### src/rtl/pix_deser_pkg.sv
package pix_deser_pkg;
  localparam int FRAME_W   = 30;
  localparam int DATA_W    = 27;
  localparam int COLOR_W   = 8;
  localparam int MAX_LANES = 3;
  localparam int PAR_POS   = DATA_W;
  localparam int SYNC0_POS = DATA_W + 1;
  localparam int SYNC1_POS = DATA_W + 2;
  localparam int STEP_W    = $clog2(FRAME_W + 1);
  localparam int BLUE_LO   = 3;
  localparam int GREEN_LO  = BLUE_LO + COLOR_W;
  localparam int RED_LO    = GREEN_LO + COLOR_W;
  localparam logic [DATA_W-1:0] IDLE_WORD = {{(DATA_W-1){1'b1}}, 1'b0};

  typedef struct packed {
    logic       shiftEn;
    logic       loadWord;
    logic       goIdle;
    logic [1:0] laneCnt;
  } ctrl_t;
endpackage

### src/rtl/pix_deser_ctrl.sv
module pix_deser_ctrl
  import pix_deser_pkg::*;
#(
  parameter int IDLE_LIMIT = 16
) (
  input  logic       clk,
  input  logic       rstN,
  input  logic       rxEnable,
  input  logic [1:0] linkSel,
  input  logic       bitStrobe,
  input  logic       framingOk,
  input  logic       parityOk,
  output ctrl_t      ctrl,
  output logic       pixelStrobe,
  output logic       parityErr
);
  localparam int CNT_W = $clog2(IDLE_LIMIT + 1);
  localparam logic [CNT_W-1:0] LIMIT = CNT_W'(IDLE_LIMIT);

  logic [CNT_W-1:0]  missCnt, missNext;
  logic [STEP_W-1:0] stepCnt, stepsNeeded;
  logic [1:0]        laneCnt;
  logic              lastStep, complete;

  always_comb begin
    unique case (linkSel)
      2'b00:   begin laneCnt = 2'd1; stepsNeeded = STEP_W'(FRAME_W);     end
      2'b01:   begin laneCnt = 2'd2; stepsNeeded = STEP_W'(FRAME_W / 2); end
      default: begin laneCnt = 2'd3; stepsNeeded = STEP_W'(FRAME_W / 3); end
    endcase
  end

  always_comb begin
    if (!rxEnable)          missNext = LIMIT;
    else if (bitStrobe)     missNext = '0;
    else if (missCnt < LIMIT) missNext = missCnt + 1'b1;
    else                    missNext = missCnt;
  end

  assign lastStep = (stepCnt >= stepsNeeded - 1'b1);
  assign complete = ctrl.shiftEn && lastStep;

  always_comb begin
    ctrl.shiftEn  = rxEnable && bitStrobe;
    ctrl.goIdle   = (missNext == LIMIT);
    ctrl.loadWord = complete && framingOk && parityOk;
    ctrl.laneCnt  = laneCnt;
  end

  always_ff @(posedge clk or negedge rstN) begin
    if (!rstN) begin
      missCnt     <= LIMIT;
      stepCnt     <= '0;
      pixelStrobe <= 1'b0;
      parityErr   <= 1'b0;
    end else begin
      missCnt     <= missNext;
      pixelStrobe <= complete && framingOk;
      parityErr   <= complete && framingOk && !parityOk;
      if (ctrl.goIdle)
        stepCnt <= '0;
      else if (ctrl.shiftEn) begin
        if (!lastStep)      stepCnt <= stepCnt + 1'b1;
        else if (framingOk) stepCnt <= '0;
      end
    end
  end
endmodule

### src/rtl/pix_deser_dp.sv
module pix_deser_dp
  import pix_deser_pkg::*;
(
  input  logic                 clk,
  input  logic                 rstN,
  input  ctrl_t                ctrl,
  input  logic [MAX_LANES-1:0] serialIn,
  input  logic                 swapOrder,
  output logic                 framingOk,
  output logic                 parityOk,
  output logic [DATA_W-1:0]    pixelOut
);
  logic [FRAME_W-1:0] frameBuf, nextBuf;
  logic [DATA_W-1:0]  wordReg, swapped;
  logic [STEP_W-1:0]  topBase;

  assign topBase = STEP_W'(FRAME_W) - {{(STEP_W-2){1'b0}}, ctrl.laneCnt};

  always_comb begin
    nextBuf = frameBuf >> ctrl.laneCnt;
    for (int i = 0; i < MAX_LANES; i++)
      if (i < int'(ctrl.laneCnt))
        nextBuf[topBase + STEP_W'(i)] = serialIn[i];
  end

  assign framingOk = nextBuf[SYNC0_POS] && !nextBuf[SYNC1_POS];
  assign parityOk  = ~^nextBuf[PAR_POS:0];

  always_ff @(posedge clk or negedge rstN) begin
    if (!rstN) begin
      frameBuf <= '0;
      wordReg  <= IDLE_WORD;
    end else begin
      if (ctrl.shiftEn)       frameBuf <= nextBuf;
      if (ctrl.goIdle)        wordReg  <= IDLE_WORD;
      else if (ctrl.loadWord) wordReg  <= nextBuf[DATA_W-1:0];
    end
  end

  for (genvar b = 0; b < COLOR_W; b++) begin : g_mirror
    assign swapped[DATA_W-1-b]          = wordReg[BLUE_LO+b];
    assign swapped[RED_LO-1-b]          = wordReg[GREEN_LO+b];
    assign swapped[GREEN_LO-1-b]        = wordReg[RED_LO+b];
  end
  assign swapped[BLUE_LO-1:0] = wordReg[BLUE_LO-1:0];

  assign pixelOut = swapOrder ? swapped : wordReg;
endmodule

### src/rtl/pix_deser.sv
module pix_deser
  import pix_deser_pkg::*;
#(
  parameter int IDLE_LIMIT = 16
) (
  input  logic        clk,
  input  logic        rstN,
  input  logic        rxEnable,
  input  logic [1:0]  linkSel,
  input  logic        bitStrobe,
  input  logic [2:0]  serialIn,
  input  logic        swapOrder,
  output logic [26:0] pixelOut,
  output logic        pixelStrobe,
  output logic        parityErr
);
  ctrl_t ctrl;
  logic  framingOk, parityOk;

  pix_deser_ctrl #(.IDLE_LIMIT(IDLE_LIMIT)) u_ctrl (
    .clk(clk), .rstN(rstN), .rxEnable(rxEnable), .linkSel(linkSel),
    .bitStrobe(bitStrobe), .framingOk(framingOk), .parityOk(parityOk),
    .ctrl(ctrl), .pixelStrobe(pixelStrobe), .parityErr(parityErr)
  );

  pix_deser_dp u_dp (
    .clk(clk), .rstN(rstN), .ctrl(ctrl), .serialIn(serialIn),
    .swapOrder(swapOrder), .framingOk(framingOk), .parityOk(parityOk),
    .pixelOut(pixelOut)
  );
endmodule

### config.mk
export PLATFORM = sky130hd
export DESIGN_NAME = pix_deser
export DESIGN_NICKNAME = d
export VERILOG_FILES = /design/src/rtl/pix_deser_pkg.sv /design/src/rtl/pix_deser_ctrl.sv /design/src/rtl/pix_deser_dp.sv /design/src/rtl/pix_deser.sv
export SDC_FILE = /design/constraint.sdc
export NUM_CORES = 1
export LEC_CHECK = 0
export ABC_AREA = 0
export BUFFER_PORTS_ARGS = -buffer_cell sky130_fd_sc_hd__buf_4
export CAP_MARGIN = 20
export CORE_MARGIN = 3
export CORE_UTILIZATION = 65
export CTS_CLUSTER_DIAMETER = 40
export CTS_CLUSTER_SIZE = 24
export DETAILED_ROUTE_END_ITERATION = 10
export GPL_ROUTABILITY_DRIVEN = 0
export PLACE_DENSITY = 0.86
export REMOVE_ABC_BUFFERS = 1
export SYNTH_ARGS = -nofsm -noshare
export SYNTH_HDL_FRONTEND = slang
export SYNTH_SLANG_ARGS = --single-unit
### constraint.sdc
create_clock -name clk -period 5.8 [get_ports clk]
set_input_delay 0.87 -clock clk [delete_from_list [all_inputs] [get_ports clk]]
set_output_delay 0.87 -clock clk [all_outputs]
set_load 0.01 [all_outputs]
## Word level (Yosys, flattened, before mapping)

Cells that the tools add are included.

| word-level totals | value |
|---|---|
| register bits after elaboration | 69 |
| input port bits | 10 |
| logic and storage cells | 67 |

| operators by class | value |
|---|---|
| $add $sub $neg | 6 |
| magnitude comparators | 11 |
| equality and inequality tests | 3 |
| shift operators | 1 |
| muxes and demuxes | 24 |
| reduce and logical (&&, ||, !) cells | 16 |

Operators by type and width:

| operator | count |
|---|---|
| 30-bit bitwise mux | 3 |
| 30-bit 2-to-1 mux | 3 |
| 27-bit 2-to-1 mux | 3 |
| 5-bit 2-to-1 mux | 7 |
| 30-bit by 2-bit right shift with 30-bit output | 1 |
| 28-bit XNOR reduction | 1 |
| 5-bit by 6-bit less-than comparator with 1-bit output (second input constant) | 3 |
| 5-bit by 1-bit adder with 5-bit output (second input constant) | 3 |
| 1-bit demux with 5-bit select | 3 |
| 5-bit by 1-bit greater-or-equal comparator with 1-bit output (second input constant) | 3 |
| 5-bit one-hot mux with 2 select lines | 1 |
| 1-bit logical AND | 9 |
| 5-bit by 2-bit adder with 5-bit output (second input constant) | 1 |
| 5-bit equality test (second input constant) | 1 |
| 5-bit greater-or-equal comparator | 1 |
| 5-bit less-than comparator (second input constant) | 1 |
| 5-bit by 1-bit subtractor with 5-bit output (second input constant) | 1 |
| 1-bit by 2-bit less-than comparator with 1-bit output (first input constant) | 2 |
| 2-bit one-hot mux with 2 select lines | 1 |
| 2-bit nonzero test | 2 |
| 2-bit by 3-bit subtractor with 4-bit output (first input constant) | 1 |
| 1-bit 2-to-1 mux | 3 |
| 3-bit by 2-bit inequality test with 1-bit output (second input constant) | 1 |
| 2-bit by 1-bit equality test with 1-bit output (second input constant) | 1 |
| other kinds (4) | 5 |

## Longest topological paths before layout

Gate-level depths: netlist (run 1).

| depth | value |
|---|---|
| depth after elaboration | 19 |
| mapped depth | 18 |
| depth with buffers taken out | 14 |

## By module

Synthesis (run 1) repeated with hierarchy kept, for this count alone.

| unflattened totals | value |
|---|---|
| cells, all modules | 540 |
| area total of the unflattened synthesis | 5295.1 um^2 |

By module, submodules not included:

| module | instances | cells an instance | area each (um^2) | sequential area each (um^2) |
|---|---|---|---|---|
| pix_deser_dp | 1 | 464 | 4561.9 | 1458.9 |
| pix_deser_ctrl | 1 | 76 | 733.2 | 301.5 |

## Worst setup path before layout (run 1)

Ideal clock, no wire load.

| path | value |
|---|---|
| path type | input to register |
| start | input port linkSel[0] |
| end | register u_dp.wordReg[11] |
| data arrival time | 4.242 ns |
| required time | 5.718 ns |
| path slack | 1.476 ns |
| stages on the path | 18 |
| buffers on the path | 4 |
| cells stage by stage | buf_6 buf_6 nor2_1 inv_1 ha_1 clkbuf_1 inv_1 ha_1 nand2b_1 nor2_1 a211oi_1 a21oi_1 xnor3_1 xnor3_1 xnor2_4 nand2_4 buf_6 a211o_1 |

| between the ends | value |
|---|---|
| cells in the longest elaborated chain, start to end | 18 |

Ends and longest elaborated chain:

| what | line | source |
|---|---|---|
| from (decl) | pix_deser.sv:9 | `input logic [1:0] linkSel,` |
| branches (longest 18 deep; another with 5-bit by 6-bit less-than comparator with 1-bit output) | - |  |
| to (signal assigned) | pix_deser_dp.sv:36 | `else if (ctrl.loadWord) wordReg <= nextBuf[DATA_W-1:0];` |
| to (decl) | pix_deser_dp.sv:14 | `logic [DATA_W-1:0] wordReg, swapped;` |

Several ways; the timed one is not identified. The select of a mux whose other input is x is not followed.
A chain may end at the register's enable or synchronous reset.

## Worst setup path after layout (run 1)

| path | value |
|---|---|
| start | input port linkSel[1] |
| end | register u_dp.wordReg[0] |

Same word-level chain as after synthesis.

==> flow_summary.rst, run 1 <==
.. list-table::
   :header-rows: 1

   * - Metric
     - Value
   * - Result of the run
     - complete, no violations
   * - CTS clock-pin slew for the worst setup and hold paths
     - roughly 0.07 ns
   * - Most common cell after layout, fill and taps aside
     - sky130_fd_sc_hd__mux2i_1
   * - CP max FO
     - 55
   * - Hold Startpoint
     - u_dp.frameBuf[1]
   * - Combinational family with the most area after synthesis
     - multiplexers
   * - Via count of the first global-routing pass
     - approximately 3,100
   * - Routed wire length per instance
     - 17.3 µm
   * - Placed cell areas
     - roughly 0.0046 mm²
   * - Post-detailed-routing wire length
     - between 8 and 9 mm
   * - Cell at the root of the clock tree
     - sky130_fd_sc_hd__clkbuf_8
   * - Core Footprint
     - approximately 0.0064 mm²
   * - Library cells used by synthesis
     - 43
   * - Routed Antenna Nets
     - 0
   * - Aggregate global-route resource usage
     - between 20% and 30%
   * - Filler instances
     - ~460
   * - Achievable frequency
     - ~0.20 GHz
   * - Portion of the post-synthesis area used by sequential elements
     - between 30% and 40%
   * - Maxcap violations
     - 0
   * - Post-cts resize count
     - 0
   * - Final hold violation count
     - 0
   * - Sum of net half-perimeters after detailed placement
     - between 6 and 7 mm
   * - Xor and xnor fraction of the mapped netlist area
     - slightly below 8%
   * - First-pass iteration count of the detailed router
     - 4
   * - Global-route wire length before repair
     - about 15 mm
   * - Most frequent cells in the layout
     - sky130_fd_sc_hd__mux2i_1, sky130_fd_sc_hd__mux2_2, sky130_fd_sc_hd__dfrtp_1
   * - Area fraction in compound gates after synthesis
     - 9.63%
   * - Required time at the worst-slack endpoint
     - around 6 ns
   * - Type of the most critical hold path
     - register to register
   * - Number of antenna violations at the first check in global routing
     - 0
   * - Number of DRC markers in iteration 0
     - about 230
   * - # setup viols final
     - 0
   * - Period utilisation layout
     - approximately 87%
   * - Fraction of final layout cells with drive strength greater than 1
     - 30.6%
   * - Startpoint of the worst register-to-register path
     - u_dp.frameBuf[21]
   * - Number of core rows
     - 29
   * - Area of the die
     - roughly 0.0077 mm²
   * - Proportion of synthesized flip-flops having asynchronous set or reset
     - 100%
   * - Post-route design area
     - 0.00477 mm²
   * - IR drop worst, VDD
     - 0.000429 V
   * - Setup repair after global routing missed its margin
     - false
   * - Power per Cell Area
     - between 300 and 400 mW/mm²
   * - Vertical extent of the die
     - ~88 µm
   * - CP arrival
     - 5.27 ns
   * - Vias after detailed routing
     - about 3,100
   * - Number of remaining DRC errors
     - 0
   * - Number of buffers added by the clock tree synthesis step
     - 9
   * - EDFF count, synth
     - 0
   * - Number of nets in the finished design
     - between 400 and 500
   * - Crit. End Element
     - register
   * - Critical path launch point
     - linkSel[1]
   * - Critical path launch point type
     - input port
   * - Post-synthesis simple-gate area fraction
     - 13.1%
   * - Slew at the pin with the worst max-slew slack
     - between 0.8 and 0.9 ns
   * - Initial Utilization
     - about 68%
   * - Cell count after synthesis
     - roughly 420
   * - Number of setup buffers added after CTS
     - 0
   * - Maximum number of pins on one net before global-route repair
     - just under 70
   * - Warnings, synthesis
     - 0
   * - Number of storage elements in the synthesis netlist
     - 68
   * - Routed via count divided by cell count
     - ~6.0
   * - Number of sinks driven by the clock tree
     - around 70
   * - Non-filler cells, final
     - slightly above 500
   * - Fin Setup TNS
     - 0 ns
   * - Horizontal die dimension
     - between 80 and 90 µm
   * - Clock network latency to the later pin of the worst-skew pair
     - ~0.35 ns
   * - Max H-tree Level
     - 3
   * - Leakage dissipation
     - between 2 and 2.5 nW
   * - I/O Buffers
     - 38
   * - Max clock buf depth
     - 2
   * - Total global routing overflow
     - 0
   * - Number of primary I/O pins
     - 39
   * - Multiplexer share of the synthesized area
     - a little under a quarter
   * - Worst clock skew
     - around 0.013 ns
   * - Worst slew margin
     - between 40 and 50%
   * - Summed instance area of the synthesized netlist
     - 0.00435 mm²
   * - Number of pins with negative max-slew slack in the final report
     - 0
   * - Number of hold buffers added after CTS
     - 0
   * - Clock period minus final worst setup slack
     - ~5 ns
   * - Most instantiated flip-flop cell in the synthesis netlist
     - sky130_fd_sc_hd__dfrtp_1
   * - Layout Area Growth over Synthesis
     - 9.69%
   * - Mean Syn Cell Area
     - approximately 10 µm²
   * - Number of placed instances, taps included
     - roughly 500
   * - Antenna cell count
     - 0
   * - Clock tree from TritonCTS
     - yes
   * - Area share of fa/ha/maj cells after synthesis
     - around 2.3%
   * - Worst Setup Path Type
     - input port to register
## synthesized netlist by cell type (5+ instances only)
master,count,area [µm²]
sky130_fd_sc_hd__nand2b_1,6,37.5
sky130_fd_sc_hd__mux2_2,41,462
sky130_fd_sc_hd__inv_1,5,18.8
sky130_fd_sc_hd__xnor2_1,13,114
sky130_fd_sc_hd__clkbuf_1,15,56.3
sky130_fd_sc_hd__a31oi_1,5,31.3
sky130_fd_sc_hd__nor2b_1,15,93.8
sky130_fd_sc_hd__dfstp_2,27,709
sky130_fd_sc_hd__ha_1,8,100
sky130_fd_sc_hd__and3_1,12,75.1
sky130_fd_sc_hd__nand2_1,31,116
sky130_fd_sc_hd__a211o_1,11,96.3
sky130_fd_sc_hd__o21ai_1,10,50.1
sky130_fd_sc_hd__a21oi_1,13,65.1
sky130_fd_sc_hd__nor2_1,36,135
sky130_fd_sc_hd__buf_6,5,56.3
sky130_fd_sc_hd__o21ai_0,22,110
sky130_fd_sc_hd__buf_4,6,45.0
sky130_fd_sc_hd__dfrtp_1,41,1030
sky130_fd_sc_hd__xor2_1,12,105
sky130_fd_sc_hd__mux2i_1,42,420
## registers in the layout (all words and copies together), names as in the netlist
register	count
u_ctrl.parityErr	1
u_dp.wordReg	27
u_ctrl.stepCnt	5
u_ctrl.missCnt	5
u_dp.frameBuf	29
u_ctrl.pixelStrobe	1
## worst max-delay path, cell delays in order
cell	delay [ns]
sky130_fd_sc_hd__buf_4	0.46
sky130_fd_sc_hd__nand2b_1	0.33
sky130_fd_sc_hd__ha_1	0.51
sky130_fd_sc_hd__inv_1	0.13
sky130_fd_sc_hd__ha_1	0.30
sky130_fd_sc_hd__nand2b_1	0.16
sky130_fd_sc_hd__nor2_1	0.11
sky130_fd_sc_hd__a211oi_1	0.05
sky130_fd_sc_hd__a21oi_1	0.21
sky130_fd_sc_hd__xnor3_1	0.47
sky130_fd_sc_hd__xnor3_1	0.43
sky130_fd_sc_hd__xnor2_4	0.40
sky130_fd_sc_hd__nand2_4	0.35
sky130_fd_sc_hd__mux2_1	0.44
## final cells by class
| type | instances | area [µm²] | share of cell area [%] |
|---|---|---|---|
| tap | 77 | 96.3 | 2.02 |
| inverter | 5 | 18.8 | 0.393 |
| sequential | 68 | 1740 | 36.3 |
| clock buffer | 11 | 141 | 2.96 |
| clock inverter | 5 | 52.6 | 1.10 |
| multi-input combinational | 311 | 2420 | 50.7 |
| timing repair buffer | 41 | 312 | 6.53 |
## layer usage
layer | vias up | track usage (%) | routed length (µm)
li1 | 1493 | - | -
met3 | 14 | 6.87 | 498
met2 | 77 | 41.2 | 4460
met4 | 0 | 8.79 | 152
met1 | 1542 | 33.0 | 3830
met5 | - | 0 | 0
## stage by stage
step           power, mW  utilization [%]  hold slack [ns]  setup WS, ns
5_1_grt             1.92             74.3            0.554         0.410
2_1_floorplan       1.23                -            0.442          1.63
6_report            1.82             74.3            0.501         0.758
3_3_place_gp        1.37             71.1            0.458         0.694
4_1_cts             1.82             74.2            0.508         0.810
3_5_place_dp        1.42             71.1            0.464         0.455
## power breakdown
group	switching [mW]	internal, mW	total (mW)	leakage, nW
sequential	0.0678	0.530	0.598	0.834
combinational	0.457	0.375	0.833	1.23
clock	0.180	0.208	0.388	0.0991
## path summary, 6_finish.rpt
check	end	slack, ns	depth (start not counted)
worst max-delay path	u_dp.wordReg[0]	0.76	14
worst min-delay path	u_dp.frameBuf[1]	0.50	2
worst max register to register	u_dp.wordReg[0]	2.31	9
worst min register to register	u_dp.frameBuf[1]	0.50	2
max in group asynchronous	u_dp.frameBuf[1]	4.62	1
min in group asynchronous	u_dp.frameBuf[21]	0.63	1
## logic make-up after synthesis
family | count (synthesis)
AOI/OAI and AO/OA | 69
and+or+nand+nor | 115
xor gates and xnor gates | 30
buffers and inverters | 37
adders and majority gates | 8
muxes | 89
DFF | 68
(Power assumes the default switching activity.)
==> inputs of run 2 (changes only) <==
Clock period 5.8 ns to 6.33 ns, I/O delays scaled along.
==> run 2 against run 1 <==
  * Total power shrank 12%
  * First-iteration DRC count grew 19%
  * Clock-buffer cell count grew 2
  * Sequential share of layout area grew 0.38 points
  * Core utilization shrank 0.76 points
  * Worst hold slack lost 0.0094 ns
  * Non-clock buffer count shrank 1
  * Critical path depth is the same
  * Final area shrank 1.0%
==> flow_summary.rst, run 2 (same netlist as run 1, synthesis figures left out) <==
.. list-table::
   :header-rows: 1

   * - Metric
     - Value
   * - Leakage dissipation
     - 2.13 nW (-1.3%)
   * - Vertical extent of the die
     - 87.8 µm (unchanged)
   * - Core Footprint
     - 0.00642 mm² (unchanged)
   * - Critical path launch point type
     - input port
   * - Routed via count divided by cell count
     - 6.03 (-0.13%)
   * - Via count of the first global-routing pass
     - 3,083 (-0.84%)
   * - Max H-tree Level
     - 3 (unchanged)
   * - Routed wire length per instance
     - 17.3 µm (+0.18%)
   * - Share of total power in combinational logic
     - 46.5% (+0.7 points)
   * - Max clock buf depth
     - 2 (unchanged)
   * - Number of remaining DRC errors
     - 0 (unchanged)
   * - Switching Power
     - 0.623 mW (-12%)
   * - Fraction of final layout cells with drive strength greater than 1
     - 29.8% (-0.84 points)
   * - Placed cell areas
     - 0.00457 mm² (unchanged)
   * - Post-Route Hold Slack
     - 0.491 ns (-0.00937 ns)
   * - Non-filler cells, final
     - 517 (-0.19%)
   * - Slew at the pin with the worst max-slew slack
     - 0.863 ns (+0.0203 ns)
   * - Fin Setup TNS
     - 0 ns (unchanged)
   * - Number of pins with negative max-slew slack in the final report
     - 0 (unchanged)
   * - Largest register by flop count
     - u_dp.frameBuf
   * - Post-detailed-routing wire length
     - 8.95 mm (about the same)
   * - Setup repair after global routing missed its margin
     - false
   * - Sw Share
     - 39.1% (+0.36 points)
   * - Cell-internal power
     - 0.970 mW (-13%)
   * - Final hold violation count
     - 0 (unchanged)
   * - Vias after detailed routing
     - 3,116 (-0.32%)
   * - Most common cell after layout, fill and taps aside
     - sky130_fd_sc_hd__mux2i_1
   * - Layout Area Growth over Synthesis
     - 8.57%
   * - Most frequent cells in the layout
     - sky130_fd_sc_hd__mux2i_1, sky130_fd_sc_hd__mux2_2, sky130_fd_sc_hd__dfrtp_1
   * - CTS clock-pin slew for the worst setup and hold paths
     - 0.07 ns (about the same)
   * - Worst Setup Path Type
     - input port to register
   * - Result of the run
     - complete, no violations
   * - Total global routing overflow
     - 0 (unchanged)
   * - Number of sinks driven by the clock tree
     - 68 (unchanged)
   * - Number of placed instances, taps included
     - 501 (unchanged)
   * - Antenna cell count
     - 0 (unchanged)
   * - Aggregate global-route resource usage
     - 25.7% (+0.24 points)
   * - Global-route wire length before repair
     - 15.1 mm (-0.19%)
   * - Relative contribution of the clock network to total power
     - 19.2% (-2.1 points)
   * - Clock period minus final worst setup slack
     - just over 5 ns
   * - Power per Cell Area
     - 337 mW/mm² (-12%)
   * - Required time at the worst-slack endpoint
     - 6.57 ns (+0.55 ns)
   * - Post-route design area
     - 0.00473 mm² (-1.0%)
   * - Sum of net half-perimeters after detailed placement
     - 6.02 mm (-0.73%)
   * - Post-cts resize count
     - 0 (unchanged)
   * - Type of the most critical hold path
     - register to register
   * - Worst slew margin
     - 42.0% (-1.4 points)
   * - Placement-stage worst setup slack
     - 0.955 ns (+0.500 ns)
   * - Number of antenna violations at the first check in global routing
     - 0 (unchanged)
   * - Number of primary I/O pins
     - 39 (unchanged)
   * - Worst clock skew
     - 0.00762 ns (-0.00540 ns)
   * - Finished Core Util
     - 73.6% (-0.76 points)
   * - Fraction of power consumed by sequential logic
     - 34.3% (+1.4 points)
   * - Area taken by flip-flops and latches
     - 0.00174 mm² (unchanged)
   * - Cell at the root of the clock tree
     - sky130_fd_sc_hd__clkbuf_8
   * - Period utilisation layout
     - approximately 80%
   * - PnR worst setup slack
     - 1.29 ns (+0.530 ns)
   * - # setup viols final
     - 0 (unchanged)
   * - Filler instances
     - 471 (+1.7%)
   * - Number of hold buffers added after CTS
     - 0 (unchanged)
   * - Power after layout
     - 1.59 mW (-12%)
   * - CP max FO
     - 55 (unchanged)
   * - Total area of multi-input combinational cells
     - 0.00242 mm² (unchanged)
   * - Number of core rows
     - 29 (unchanged)
   * - Initial Utilization
     - 67.8% (unchanged)
   * - Crit. End Element
     - register
   * - Horizontal die dimension
     - 87.8 µm (unchanged)
   * - Area of the die
     - 0.00771 mm² (unchanged)
   * - First-pass iteration count of the detailed router
     - 4 (unchanged)
   * - IR drop worst, VDD
     - 0.000292 V (-32%)
   * - Clock tree from TritonCTS
     - yes
   * - Achievable frequency
     - 0.198 GHz
   * - Maxcap violations
     - 0 (unchanged)
   * - Registers with the most flip-flops
     - u_dp.frameBuf (29), u_dp.wordReg (27)
   * - Number of buffers added by the clock tree synthesis step
     - 9 (unchanged)
   * - Number of setup buffers added after CTS
     - 0 (unchanged)
   * - Max reg flops
     - 29 (unchanged)
   * - CP arrival
     - 5.29 ns (+0.02 ns)
   * - Routed Antenna Nets
     - 0 (unchanged)
   * - Maximum number of pins on one net before global-route repair
     - 69 (unchanged)
   * - Number of nets in the finished design
     - 453 (-0.22%)
   * - Number of DRC markers in iteration 0
     - 268 (+19%)
   * - I/O Buffers
     - 38 (unchanged)
   * - Clock network latency to the later pin of the worst-skew pair
     - 0.36 ns (about the same)
run 2: changes by cell type in the layout (fill, tap and decap cells not counted):
cell and change:
sky130_fd_sc_hd__clkbuf_1 +3, sky130_fd_sc_hd__buf_6 -1, sky130_fd_sc_hd__bufinv_16 -1, sky130_fd_sc_hd__clkinv_2 -1, sky130_fd_sc_hd__clkbuf_8 -1
run 2: worst max-delay path, cell delays in order:
cell and delay [ns]:
sky130_fd_sc_hd__buf_4 0.46, sky130_fd_sc_hd__nand2b_1 0.31, sky130_fd_sc_hd__ha_1 0.49, sky130_fd_sc_hd__inv_1 0.13, sky130_fd_sc_hd__ha_1 0.31, sky130_fd_sc_hd__nand2b_1 0.16, sky130_fd_sc_hd__nor2_1 0.12, sky130_fd_sc_hd__a211oi_1 0.06
sky130_fd_sc_hd__a21oi_1 0.21, sky130_fd_sc_hd__xnor3_1 0.45, sky130_fd_sc_hd__xnor3_1 0.42, sky130_fd_sc_hd__xnor2_4 0.38, sky130_fd_sc_hd__nand2_4 0.34, sky130_fd_sc_hd__mux2_1 0.44
run 2: power groups by stage:
stage               registers, mW  logic, mW  clock network (mW)
global placement            0.549      0.708                   0
global route                0.553      0.804               0.332
detailed placement          0.551      0.735                   0
CTS                         0.544      0.737               0.313
floorplan                   0.534      0.591                   0
finish                      0.546      0.741               0.306
run 2: final cells by class:
cell class / count / area share (%)
clock inverters: 3 / 0.371
well taps: 77 / 2.04
multi-input cells: 311 / 51.2
repair buffers: 40 / 6.35
inverters: 5 / 0.397
clock buffers: 13 / 2.94
flip-flops and latches: 68 / 36.7
run 2: path summary, 6_finish.rpt:
check,startpoint,endpoint,slack [ns],cells after the start
worst max-delay path,linkSel[1],u_dp.wordReg[0],1.29,14
worst min-delay path,u_dp.frameBuf[1],u_dp.frameBuf[1],0.49,2
worst max register to register,u_dp.frameBuf[21],u_dp.wordReg[0],2.94,9
worst min register to register,u_dp.frameBuf[1],u_dp.frameBuf[1],0.49,2
max in group asynchronous,rstN,u_dp.frameBuf[25],5.10,1
min in group asynchronous,rstN,u_dp.frameBuf[15],0.70,1
run 2: routing by layer:
layer,vias to the layer above,track usage (%),share of wire [%]
met5,-,0,0
met3,17,4.23,4.9
li1,1490,-,-
met2,71,41.0,48
met1,1538,33.6,44
met4,0,13.4,2.5
==> inputs of run 3 (changes only) <==
Settings changed: CORE_UTILIZATION 65 to 54, PLACE_DENSITY 0.86 to 0.76.
Clock period 6.33 ns to 4.27 ns, I/O delays scaled along.
==> run 3 against run 2 <==
  * Cell count up 6.4%
  * Final area rose by 2.5%
  * Total power rose by 60%
  * Combinational power is 67% higher
  * Critical path type unchanged
  * Global-route usage decreased by 4.4 points
  * Flip-flop and latch count did not move
  * Via count rose by 2.1%
  * Clock skew increased by 0.0031 ns
  * First-iteration DRC count is 39% lower
  * Critical endpoint is now u_dp.wordReg[14]
  * Non-clock buffer count grew 8
  * Routed wire length is 1.4% higher
==> flow_summary.rst, run 3 (same netlist as run 1, synthesis figures left out) <==
.. list-table::
   :header-rows: 1

   * - Metric
     - Value
   * - Routed Antenna Nets
     - 0 (unchanged)
   * - First-pass iteration count of the detailed router
     - 5 (+1)
   * - Total global routing overflow
     - 0 (unchanged)
   * - Number of primary I/O pins
     - 39 (unchanged)
   * - Placement-stage worst setup slack
     - 0.255 ns (-0.700 ns)
   * - Power per Cell Area
     - 526 mW/mm² (+56%)
   * - Number of buffers added by the clock tree synthesis step
     - 9 (unchanged)
   * - Period utilisation layout
     - a little under 90%
   * - Worst clock skew
     - 0.0107 ns (+0.00313 ns)
   * - Number of DRC markers in iteration 0
     - 164 (-39%)
   * - Cells along the critical path
     - buf_4 -> nor2_1 -> inv_1 -> ha_1 -> inv_1 -> ha_1 -> mux2i_1 -> a211oi_1 -> a21oi_1 -> xor2_1 -> xnor2_1 -> xnor3_1 -> xnor2_4 -> nand2_4 -> buf_4 -> mux2i_1
   * - Required time at the worst-slack endpoint
     - 4.54 ns (-2.03 ns)
   * - Vertical extent of the die
     - 95.8 µm (+9.0%)
   * - Number of hold buffers added after CTS
     - 0 (unchanged)
   * - Routed via count divided by cell count
     - 5.78 (-4.1%)
   * - Maximum single-stage delay on the critical path
     - 0.49 ns (about the same)
   * - Antenna cell count
     - 0 (unchanged)
   * - Placed cell areas
     - 0.00466 mm² (+2.0%)
   * - Final hold violation count
     - 0 (unchanged)
   * - # setup viols final
     - 0 (unchanged)
   * - Type of the most critical hold path
     - input port to asynchronous set/reset pin
   * - Vias after detailed routing
     - 3,180 (+2.1%)
   * - Power after layout
     - 2.55 mW (+60%)
   * - Critical path launch point
     - linkSel[0]
   * - Most common cell after layout, fill and taps aside
     - sky130_fd_sc_hd__buf_4
   * - IR drop worst, VDD
     - 0.000742 V (+150%)
   * - Core Footprint
     - 0.00777 mm² (+21%)
   * - Clock tree from TritonCTS
     - yes
   * - Post-detailed-routing wire length
     - 9.07 mm (+1.4%)
   * - CP max FO
     - 22 (-60%)
   * - Fraction of final layout cells with drive strength greater than 1
     - 31.5% (+1.7 points)
   * - Cell at the slowest stage of the critical path
     - sky130_fd_sc_hd__xnor3_1
   * - Cell at the root of the clock tree
     - sky130_fd_sc_hd__clkbuf_8
   * - Post-Route Hold Slack
     - 0.406 ns (-0.0849 ns)
   * - Startpoint of the worst register-to-register path
     - u_dp.frameBuf[21]
   * - Non-filler cells, final
     - 550 (+6.4%)
   * - Max reg flops
     - 29 (unchanged)
   * - Horizontal die dimension
     - 95.8 µm (+9.0%)
   * - Area taken by flip-flops and latches
     - 0.00174 mm² (unchanged)
   * - Fin Setup TNS
     - 0 ns (unchanged)
   * - Post-route design area
     - 0.00484 mm² (+2.5%)
   * - PnR worst setup slack
     - 0.543 ns (-0.745 ns)
   * - Initial Utilization
     - 56.0% (-12 points)
   * - Finished Core Util
     - 62.4% (-11 points)
   * - Worst slew margin
     - 44.1% (+2.0 points)
   * - Most frequent cells in the layout
     - sky130_fd_sc_hd__buf_4, sky130_fd_sc_hd__mux2i_1, sky130_fd_sc_hd__mux2_2, sky130_fd_sc_hd__dfrtp_1, sky130_fd_sc_hd__nor2_1
   * - Number of sinks driven by the clock tree
     - 68 (unchanged)
   * - Critical path launch point type
     - input port
   * - Maxcap violations
     - 0 (unchanged)
   * - Number of remaining DRC errors
     - 0 (unchanged)
   * - Worst Setup Path Type
     - input port to register
   * - Total area of multi-input combinational cells
     - 0.00242 mm² (unchanged)
   * - Number of core rows
     - 32 (+10%)
   * - Number of nets in the finished design
     - 461 (+1.8%)
   * - Global-route wire length before repair
     - 15.0 mm (-0.68%)
   * - I/O Buffers
     - 38 (unchanged)
   * - Routed wire length per instance
     - 16.5 µm (-4.7%)
   * - Post-cts resize count
     - 0 (unchanged)
   * - Registers with the most flip-flops
     - u_dp.frameBuf (29), u_dp.wordReg (27)
   * - Achievable frequency
     - 0.268 GHz
   * - CP arrival
     - 3.99 ns (-1.30 ns)
   * - Clock network latency to the later pin of the worst-skew pair
     - 0.35 ns (about the same)
   * - Number of antenna violations at the first check in global routing
     - 0 (unchanged)
   * - Number of setup buffers added after CTS
     - 0 (unchanged)
   * - Filler instances
     - 655 (+39%)
   * - Result of the run
     - complete, no violations
   * - CTS clock-pin slew for the worst setup and hold paths
     - 0.08 ns (about the same)
   * - Maximum number of pins on one net before global-route repair
     - 69 (unchanged)
   * - Crit. End Element
     - register
   * - Number of placed instances, taps included
     - 534 (+6.6%)
   * - Max H-tree Level
     - 3 (unchanged)
   * - Aggregate global-route resource usage
     - 21.3% (-4.4 points)
   * - Clock period minus final worst setup slack
     - ~3.7 ns
   * - Leakage dissipation
     - 2.19 nW (+2.7%)
   * - Sum of net half-perimeters after detailed placement
     - 6.15 mm (+2.1%)
   * - Setup repair after global routing missed its margin
     - false
   * - Slew at the pin with the worst max-slew slack
     - 0.839 ns (-0.0242 ns)
   * - Via count of the first global-routing pass
     - 3,007 (-2.5%)
   * - Max clock buf depth
     - 2 (unchanged)
   * - Number of pins with negative max-slew slack in the final report
     - 0 (unchanged)
   * - Largest register by flop count
     - u_dp.frameBuf
   * - Layout Area Growth over Synthesis
     - 11.3%
   * - Area of the die
     - 0.00917 mm² (+19%)
-- run 3: cell types whose count changed in the layout (fill, tap and decap cells not counted), sizes merged --
cell	before	now
clkinvlp	1	0
clkbuf	13	14
buf	40	48
-- run 3: final timing paths --
path	endpoint	slack, ns	cells past startpoint
setup / recovery	u_dp.wordReg[14]	0.54	16
hold / removal	u_dp.frameBuf[17]	0.41	1
setup reg to reg	u_dp.wordReg[14]	1.13	10
hold reg to reg	u_dp.frameBuf[1]	0.48	2
max in group asynchronous	u_dp.frameBuf[9]	3.32	1
min in group clk	u_dp.frameBuf[1]	0.48	2
-- run 3: metal layers --
layer	global-route usage, %	vias to the layer above	part of all wire [%]
met4	4.86	0	0.96
met2	34.5	98	48
met5	0	-	0
met3	5.08	8	6.6
li1	-	1508	-
met1	28.9	1566	44
-- run 3: area by class of cell --
cell class	instances	share of cell area, %
Multi-Input combinational cell	311	49.9
Sequential cell	68	35.8
Timing Repair Buffer	48	7.44
Clock buffer	14	3.56
Tap cell	102	2.63
Inverter	5	0.387
Clock inverter	2	0.207
-- run 3: power breakdown --
group | switching (mW) | total [mW] | internal [mW] | leakage, nW
clock network | 0.241 | 0.498 | 0.257 | 0.0965
registers | 0.0892 | 0.809 | 0.720 | 0.834
logic | 0.660 | 1.24 | 0.582 | 1.26
-- run 3: worst max-delay path, delay by kind of cell --
kind	cells	cell delay (ns)
xor+xnor	4	1.02
buf+inv	4	0.57
compound gates	2	0.47
simple gates	2	0.44
fa+ha+maj	2	0.42
mux	2	0.42
